[src/rtl/psr_pkg.sv]
package psr_pkg;
  localparam int FLAG_W = 8;
  localparam int BIT_C  = 0;
  localparam int BIT_Z  = 1;
  localparam int BIT_N  = 2;
  localparam int BIT_V  = 3;
  localparam int BIT_S  = 4;
  localparam int BIT_H  = 5;
  localparam int BIT_T  = 6;
  localparam int BIT_I  = 7;
  // Bits the ALU may write directly through its mask
  localparam logic [FLAG_W-1:0] ALU_MASKABLE =
    (FLAG_W'(1) << BIT_H) | (FLAG_W'(1) << BIT_V) | (FLAG_W'(1) << BIT_N) |
    (FLAG_W'(1) << BIT_Z) | (FLAG_W'(1) << BIT_C);
endpackage

[src/rtl/psr_alu_merge.sv]
module psr_alu_merge
  import psr_pkg::*;
(
  input  logic [FLAG_W-1:0] cur,
  input  logic              upd,
  input  logic [FLAG_W-1:0] mask,
  input  logic [FLAG_W-1:0] cand,
  output logic [FLAG_W-1:0] nxt
);
  logic sign_touch;
  logic unused_bits;

  assign sign_touch  = upd & (mask[BIT_N] | mask[BIT_V]);
  assign unused_bits = ^{mask[BIT_I], mask[BIT_T], mask[BIT_S],
                         cand[BIT_I], cand[BIT_T], cand[BIT_S]};

  for (genvar b = 0; b < FLAG_W; b++) begin : g_bit
    if (ALU_MASKABLE[b]) begin : g_direct
      assign nxt[b] = (upd & mask[b]) ? cand[b] : cur[b];
    end else if (b == BIT_S) begin : g_sign
      assign nxt[b] = sign_touch ? (nxt[BIT_N] ^ nxt[BIT_V]) : cur[b];
    end else begin : g_pass
      assign nxt[b] = cur[b];
    end
  end
endmodule

[src/rtl/psr_gie_ctrl.sv]
module psr_gie_ctrl (
  input  logic cur,
  input  logic enter,
  input  logic ret,
  input  logic set_cmd,
  input  logic clr_cmd,
  output logic nxt
);
  always_comb begin
    if (enter)        nxt = 1'b0;
    else if (ret)     nxt = 1'b1;
    else if (set_cmd) nxt = 1'b1;
    else if (clr_cmd) nxt = 1'b0;
    else              nxt = cur;
  end
endmodule

[src/rtl/psr_xfer_bit.sv]
module psr_xfer_bit #(
  parameter int SRC_W = 8,
  localparam int SEL_W = $clog2(SRC_W)
) (
  input  logic             cur,
  input  logic             store,
  input  logic [SRC_W-1:0] src,
  input  logic [SEL_W-1:0] sel,
  output logic             nxt
);
  assign nxt = store ? src[sel] : cur;
endmodule

[src/rtl/status_flag_reg.sv]
module status_flag_reg
  import psr_pkg::*;
#(
  parameter int SRC_W = 8,
  localparam int SEL_W = $clog2(SRC_W)
) (
  input  logic              clk,
  input  logic              rst_n,
  input  logic              alu_upd,
  input  logic [FLAG_W-1:0] alu_mask,
  input  logic [FLAG_W-1:0] alu_flags,
  input  logic              irq_enter,
  input  logic              irq_return,
  input  logic              gie_set,
  input  logic              gie_clr,
  input  logic              xfer_store,
  input  logic [SRC_W-1:0]  xfer_src,
  input  logic [SEL_W-1:0]  xfer_sel,
  input  logic              sw_wr,
  input  logic [FLAG_W-1:0] sw_data,
  input  logic              irq_pend,
  output logic [FLAG_W-1:0] flags_q,
  output logic              gie,
  output logic              xfer_bit,
  output logic              irq_fwd
);
  logic [FLAG_W-1:0] alu_nxt;
  logic              i_nxt;
  logic              t_nxt;
  logic [FLAG_W-1:0] flags_d;

  psr_alu_merge u_alu (
    .cur (flags_q),
    .upd (alu_upd),
    .mask(alu_mask),
    .cand(alu_flags),
    .nxt (alu_nxt)
  );

  psr_gie_ctrl u_gie (
    .cur    (flags_q[BIT_I]),
    .enter  (irq_enter),
    .ret    (irq_return),
    .set_cmd(gie_set),
    .clr_cmd(gie_clr),
    .nxt    (i_nxt)
  );

  psr_xfer_bit #(.SRC_W(SRC_W)) u_xfer (
    .cur  (flags_q[BIT_T]),
    .store(xfer_store),
    .src  (xfer_src),
    .sel  (xfer_sel),
    .nxt  (t_nxt)
  );

  always_comb begin
    flags_d        = alu_nxt;
    flags_d[BIT_I] = i_nxt;
    flags_d[BIT_T] = t_nxt;
    if (sw_wr) flags_d = sw_data;
  end

  always_ff @(posedge clk) begin
    if (!rst_n) flags_q <= '0;
    else        flags_q <= flags_d;
  end

  assign gie      = flags_q[BIT_I];
  assign xfer_bit = flags_q[BIT_T];
  assign irq_fwd  = irq_pend & flags_q[BIT_I];
endmodule

[config.mk]
export PLATFORM = sky130hd
export DESIGN_NAME = status_flag_reg
export DESIGN_NICKNAME = d
export VERILOG_FILES = /design/src/rtl/psr_pkg.sv /design/src/rtl/psr_alu_merge.sv /design/src/rtl/psr_gie_ctrl.sv /design/src/rtl/psr_xfer_bit.sv /design/src/rtl/status_flag_reg.sv
export SDC_FILE = /design/constraint.sdc
export NUM_CORES = 1
export LEC_CHECK = 0
export BUFFER_PORTS_ARGS = -buffer_cell sky130_fd_sc_hd__buf_4
export CAP_MARGIN = 10
export CELL_PAD_IN_SITES_DETAIL_PLACEMENT = 0
export CELL_PAD_IN_SITES_GLOBAL_PLACEMENT = 1
export CORE_MARGIN = 2
export CORE_UTILIZATION = 18
export DETAILED_ROUTE_END_ITERATION = 10
export HOLD_SLACK_MARGIN = 0.06
export PLACE_DENSITY = 0.74
export SETUP_SLACK_MARGIN = 0.05
export SYNTH_ARGS = -nofsm -noshare
export SYNTH_HDL_FRONTEND = slang
export SYNTH_SLANG_ARGS = --single-unit
[constraint.sdc]
create_clock -name clk -period 1.25 [get_ports clk]
set_clock_uncertainty 0.15 [all_clocks]
set_input_delay 0.25 -clock clk [delete_from_list [all_inputs] [get_ports clk]]
set_output_delay 0.25 -clock clk [all_outputs]
set_load 0.01 [all_outputs]
; Word-level counts from Yosys, hierarchy flattened
; Cells that the tools add are included.
[word_totals]
elab_cells = 37
output_inout_bits = 11
reg_bits = 8
[op_classes]
n_lt_le_gt_ge = 1
bitwise = 9
n_reduce_logical = 6
n_mux = 14
[ops]
columns = op, count
row1 = $mux W1, 12
row2 = $reduce_bool A2 Y1, 5
row3 = $mux W8, 1
row4 = $and A1 B1 Y1, 7
row5 = $reduce_bool A5 Y1, 1
row6 = $lt A3 B4 Y1 const B, 1
row7 = $bmux W1 S3, 1
row8 = $or A1 B1 Y1, 1
row9 = $xor A1 B1 Y1, 1

; Logic depth before layout (Yosys ltp)
; Gate-level depths: netlist (run 1).
[depth]
ltp_word = 5
mapped_depth = 5

; Hierarchy
; From an unflattened synthesis (run 1), not the netlist that was laid out.
[hier_totals]
cells_unflattened = 58
hier_area_um2 = 553.0
[modules_own_cells]
columns = mod, seq_area_each_um2, area_each_um2, cells_each, instances
row1 = status_flag_reg, 160.2, 322.8, 28, 1
row2 = psr_alu_merge, 0.0, 133.9, 19, 1
row3 = psr_xfer_bit, 0.0, 81.3, 8, 1
row4 = psr_gie_ctrl, 0.0, 15.0, 3, 1

; Worst setup path before layout (run 1)
; No wires, ideal clock.
[synth_path]
kind = reg-to-reg
from = reg flags_q[2]
to = reg flags_q[4]
slack_ns = 0.010
stages_incl_launch_ff = 5
t_required_ns = 0.980
synth_period_minus_slack_ns = 1.240
setup_time_ns = 0.120
arrival_time_ns = 0.969
cell_sequence = dfxtp_1 -> a21boi_0 -> a211oi_1 -> nor3b_1 -> o21ai_1
[synth_via]
elab_chain_cells = 4
[synth_lines]
columns = element, line
row1 = "start, declared", status_flag_reg.sv:22  ; output logic [FLAG_W-1:0] flags_q,
row2 = "start signal, assigned", status_flag_reg.sv:66  ; else flags_q <= flags_d;
row3 = $mux W1, psr_alu_merge.sv:19  ; assign nxt[b] = (upd & mask[b]) ? cand[b] : cur[b];
row4 = $xor A1 B1 Y1, psr_alu_merge.sv:21  ; assign nxt[b] = sign_touch ? (nxt[BIT_N] ^ nxt[BIT_V]) : cur[b];
row5 = $mux W1, psr_alu_merge.sv:21
row6 = $mux W8, status_flag_reg.sv:61  ; if (sw_wr) flags_d = sw_data;
; No other way between the ends. The select of a mux whose other input is x is not followed.
; A chain may end at the register's enable or synchronous reset.

; Worst setup path after layout (run 1)
[layout_path]
from = reg flags_q[7]
to = out irq_fwd
[layout_via]
elab_chain_cells = 1
[layout_lines]
columns = element, line
row1 = $and A1 B1 Y1, status_flag_reg.sv:71  ; assign irq_fwd = irq_pend & flags_q[BIT_I];
row2 = "end, declared", status_flag_reg.sv:25  ; output logic irq_fwd
; No other way between the ends.

==> impl_metrics.yaml, run 1 <==
sta:
  rsz0062_at_grt: "yes"
  hold_viol: 0
  finalCritPeriodShare: 0.986
  slew_headroom: 0.735
  fmax_mhz: 811
  period_minus_slack_ns: 1.23
  slew_viol_final: 0
  finalSetupViolations: 0
  fin_ws_ns: 0.0176
  worst_pin_slew_ns: 0.388
layout:
  fill_cells: 297
  largest_reg_flops: 8
  final_cell_mix: "buf_4, nand2_1, nand3_1"
  post-route-util: 0.358
  nets: 163
  fin_cells: 147
  multi_input_area_sq_um: 325
  area_delta_synth_final_pct: 90.4
  final_common_cell: "buf_4"
  top_regs: "flags_q (8)"
  largest-register: "flags_q"
  drive_above_1_share: 0.569
  ff_latch_area_sq_um: 163
  insertedDiodeCount: 0
yosys:
  synth_nets: 108
  synth_top_area_frac: 0.314
  synth_seq_cells: 8
  netlist_instances: 63
  synth_area_leader_cell: "dfxtp_1"
  syn_avg_cell_area_sq_um: 8.08
  synth.area.top_cells: "dfxtp_1, nand3_1, nand2_1, mux4_1, a311oi_1"
  ys_warn_count: 0
  synth_area_sq_um: 509
  ys_seq_area_frac: 0.314
  ys_types: 31
route:
  vias: 675
  routed_wl_um: 1790
  via_per_inst: 4.59
  wl_per_cell_um: 12.1
  drc: 0
  dr.pass1.iters: 4
  ant_nets: 0
  drt_iter0_drc: 12
setup_path:
  rr_worst_depth: 4
  cp_max_fo: 4
  arrival_ns: 0.83
  cp.required_ns: 0.85
  cp-end-kind: "output pin"
  critPathKind: "reg2out"
  cp-start-kind: "flip-flop"
global_route:
  overflow: 0
  grt_start_max_net_pins: 9
  grt_pass1_wl_um: 2730
  grt_pass1_vias: 630
  grt_util_all_layers: 0.109
  grt_antenna_before_repair: 0
clock_network:
  cts-buffers-inserted: 3
  cts_tree: "done"
  insertion_delay_ns: 0.26
  htreeDepth: 1
  ctsHoldBuffers: 0
  ctsRootBufferMaster: "clkbuf_4"
  cts.clk_slew.worst_paths_ns: 0.06
  clockBufferDepth: 2
  cts_sinks: 8
floorplanning:
  rows: 19
  io_pins: 56
  fp.dieH_um: 57.2
  start_util: 0.188
  fp.coreArea_sq_mm: 0.00271
  dieArea_sq_mm: 0.00327
  die_w_um: 57.2
power_and_ir_drop:
  p_leak_nw: 0.470
  total_power_uw: 755
  powerDensity_mw_per_mm2: 779
  ir_worst_vdd_uv: 253
placement:
  place_worst_setup_slack_ns: -0.142
  numPortBuffers: 49
  dp.cells: 144
  place.gp.congestion: 0.755
  dp_hpwl_um: 1420
min_path:
  whs_path_depth: 2
  hp-class: "in2reg"
flow_run:
  drv_cap: 0
outcome:
  outcome: "complete, no violations"
## timing repair
item / in CTS / in global routing
pin swaps: 1 / 3
resized for setup: 6 / 2
endpoints found under the setup margin: 2 / 2
buffers inserted: 0 / 0
## Yosys cell counts (all sizes together)
library cell  instances
a2111oi               1
a211oi                2
a21bo                 1
a21boi                1
a21oi                 2
a311oi                3
and2                  1
and2b                 1
and3                  1
buf                   4
clkinv                1
dfxtp                 8
inv                   2
mux2i                 1
mux4                  1
nand2                 8
nand2b                1
nand3                 7
nand3b                1
nor2                  5
nor2b                 1
nor3                  2
nor3b                 2
o211a                 1
o211ai                1
o21ai                 2
o32ai                 1
or3                   1
## through the flow
stage / hold slack, ns / TNS [ns] / cell area [sq um]
4_1_cts: 0.0695 / 0 / 962
2_1_floorplan: 0.238 / 0 / 505
5_1_grt: 0.0704 / -0.0343 / 970
3_3_place_gp: 0.322 / -0.139 / 918
6_report: 0.0746 / 0 / 970
3_5_place_dp: 0.333 / -0.192 / 918
## report_power, final
group          internal (mW)  switching (mW)
logic                  0.163          0.0947
clock network          0.111           0.100
registers              0.276          0.0114
## layer usage
layer,up-vias,global-route usage,part of all wire
met4,0,0.0498,0
li1,338,-,-
met5,-,0,0
met3,0,0.0295,0.11
met1,301,0.130,0.42
met2,36,0.182,0.47
## cells by family after synthesis
family | count (synthesis) | share of synthesized area
compound gates | 15 | 0.224
buf+inv | 7 | 0.0835
flops | 8 | 0.314
mux | 2 | 0.0713
simple gates | 31 | 0.307
## worst max-delay path: stages (launching register included)
cell and delay, ns:
dfxtp_2 0.35, and2_4 0.14, buf_6 0.09
## path summary, 6_finish.rpt
| kind | from | to | slack [ns] |
|---|---|---|---|
| min reg2reg | flags_q[5] | flags_q[5] | 0.34 |
| min | sw_data[3] | flags_q[3] | 0.07 |
| max reg2reg | flags_q[3] | flags_q[4] | 0.04 |
| max | flags_q[7] | irq_fwd | 0.02 |
## area by class of cell
| class | count | area share |
|---|---|---|
| inverters | 3 | 0.0116 |
| repair buffers | 54 | 0.422 |
| flip-flops and latches | 8 | 0.168 |
| well taps | 31 | 0.0400 |
| clock buffers | 3 | 0.0232 |
| multi-input cells | 48 | 0.335 |
Note: power is estimated with default switching activity, not from simulation.
==> inputs of run 2 (changes only) <==
--- a/config.mk
+++ b/config.mk
@@ -10,11 +10,13 @@
 export CELL_PAD_IN_SITES_DETAIL_PLACEMENT = 0
 export CELL_PAD_IN_SITES_GLOBAL_PLACEMENT = 1
 export CORE_MARGIN = 2
-export CORE_UTILIZATION = 18
+export CORE_UTILIZATION = 24
+export CTS_CLUSTER_SIZE = 40
 export DETAILED_ROUTE_END_ITERATION = 10
 export HOLD_SLACK_MARGIN = 0.06
-export PLACE_DENSITY = 0.74
+export PLACE_DENSITY = 0.84
 export SETUP_SLACK_MARGIN = 0.05
 export SYNTH_ARGS = -nofsm -noshare
 export SYNTH_HDL_FRONTEND = slang
+export SYNTH_HIERARCHICAL = 1
 export SYNTH_SLANG_ARGS = --single-unit
==> constraint.sdc (replaced) <==
create_clock -name clk -period 1.43 [get_ports clk]
set_clock_uncertainty 0.15 [all_clocks]
set_input_delay 0.286 -clock clk [delete_from_list [all_inputs] [get_ports clk]]
set_output_delay 0.286 -clock clk [all_outputs]
set_load 0.01 [all_outputs]
==> run 2 against run 1 <==
Design area decreased by 2.2%. Largest power group unchanged. Clock-buffer cell count unchanged. Clock power decreased by 18%. Hold slack improved by 0.067 ns. First-iteration DRC count decreased by 100%. Cell count decreased by 8.8%. Highest routed layer is now met4. Sequential power decreased by 13%. Synthesized cell count decreased by 11%. Largest cell class unchanged. Routed wire length decreased by 23%. Via count decreased by 13%. Critical path type is now reg2reg.
==> impl_metrics.yaml, run 2 <==
setup_path:
  max_stage_delay_ns: 0.32
  critPathSlowestCell: "dfxtp_2"
  rr_worst_depth: 5
  cp.required_ns: 1.47
  cp-end-kind: "flip-flop"
  cp-start-kind: "flip-flop"
  critPathKind: "reg2reg"
  worstReg2RegEnd: "flags_q[4]"
  r2r_start: "flags_q[3]"
  worstPathCellList: "a21bo_1, a211o_1, a31oi_1, mux2i_1, nor2b_1"
  arrival_ns: 1.33
  cp_max_fo: 2
  reg2reg_setup_slack_ns: 0.14
clock_network:
  insertion_delay_ns: 0.25
  cts_tree: "done"
  ctsHoldBuffers: 0
  cts_sinks: 8
  cts.clk_slew.worst_paths_ns: 0.06
  post_cts_buffers: 0
  ctsRootBufferMaster: "clkbuf_4"
  htreeDepth: 1
  cts-buffers-inserted: 3
  ctsResizeCount: 0
  clockBufferDepth: 2
route:
  ant_nets: 0
  routed_wl_um: 1380
  drc: 0
  vias: 588
  via_per_inst: 4.39
  drt_iter0_drc: 0
  wl_per_cell_um: 10.3
  dr.pass1.iters: 1
min_path:
  hp-class: "in2reg"
  hp-start: "sw_data[7]"
  whs_path_depth: 3
  whs_endpoint: "flags_q[7]"
layout:
  post-route-util: 0.437
  fin_cells: 134
  nets: 153
  fill_cells: 239
  insertedDiodeCount: 0
  area_delta_synth_final_pct: 76.3
  largest-register: "flags_q"
  drive_above_1_share: 0.575
  top_regs: "flags_q (8)"
  multi_input_area_sq_um: 343
  final_common_cell: "buf_4"
  final_cell_area_sq_um: 948
  largest_reg_flops: 8
  ff_latch_area_sq_um: 161
  final_cell_mix: "buf_4, mux2i_1, nor2b_1"
flow_run:
  drv_cap: 0
sta:
  finalCritPeriodShare: 0.904
  slew_viol_final: 0
  rsz0062_at_grt: "yes"
  finalSetupViolations: 0
  worst_pin_slew_ns: 0.214
  period_minus_slack_ns: 1.29
  fmax_mhz: 774
  hold_viol: 0
  slew_headroom: 0.857
floorplanning:
  start_util: 0.248
  die_w_um: 51.3
  dieArea_sq_mm: 0.00264
  fp.coreArea_sq_mm: 0.00217
  rows: 17
  io_pins: 56
  fp.dieH_um: 51.3
global_route:
  grt_antenna_before_repair: 0
  overflow: 0
  grt_util_all_layers: 0.117
  grt_pass1_wl_um: 2310
  grt_pass1_vias: 602
  grt_start_max_net_pins: 9
yosys:
  syn_avg_cell_area_sq_um: 9.61
  ys_warn_count: 6
  synth_area_sq_um: 538
  synth_nets: 101
  netlist_instances: 56
placement:
  dp.cells: 131
  place.gp.congestion: 0.666
  placed_area_sq_um: 926
  numPortBuffers: 49
outcome:
  outcome: "complete, no violations"
power_and_ir_drop:
  powerDensity_mw_per_mm2: 676
  p_leak_nw: 0.494
  ir_worst_vdd_uv: 376
## run 2: where the power goes
part	switching, mW	total [mW]	internal [mW]
clock network	0.0776	0.174	0.0961
registers	0.00897	0.249	0.240
logic	0.0726	0.219	0.146
total	0.159	0.641	0.482
## run 2: how the worst max path moves through the flow
stage	to	depth (start not counted)	slack, ns	from
2_1_floorplan	flags_q[6]	6	-0.04	xfer_sel[0]
3_3_place_gp	flags_q[6]	6	-0.07	xfer_sel[0]
3_5_place_dp	flags_q[6]	6	-0.12	xfer_sel[0]
4_1_cts	flags_q[4]	5	0.05	flags_q[3]
5_1_grt	flags_q[4]	5	0.04	flags_q[3]
6_report	flags_q[4]	5	0.14	flags_q[3]
## run 2: cell type report
class,count,area share
Timing Repair Buffer,51,0.404
Multi-Input combinational cell,43,0.361
Sequential cell,8,0.170
Tap cell,28,0.0369
Clock buffer,3,0.0237
Inverter,1,0.00396
## run 2: stage by stage
step	TNS, ns	power [mW]	hold slack (ns)	setup slack (ns)
2_1_floorplan	-0.0375	0.355	0.264	-0.0375
3_3_place_gp	-0.104	0.472	0.392	-0.0747
3_5_place_dp	-0.140	0.476	0.402	-0.116
4_1_cts	0	0.653	0.135	0.0524
5_1_grt	0	0.685	0.159	0.0423
6_report	0	0.641	0.141	0.138
## run 2: routing by layer
layer	part of all wire	wire [um]	GRT usage	vias up
li1	-	-	-	296
met1	0.40	553	0.125	260
met2	0.49	676	0.206	30
met3	0.098	135	0.0322	2
met4	0.0080	11	0.0658	0
met5	0	0	0	-
## run 2: worst max-delay path, delay by kind of cell, from the launching register on
kind	cells	cell delay (ns)
compound gates	3	0.58
flops	1	0.32
simple gates	1	0.10
mux	1	0.09
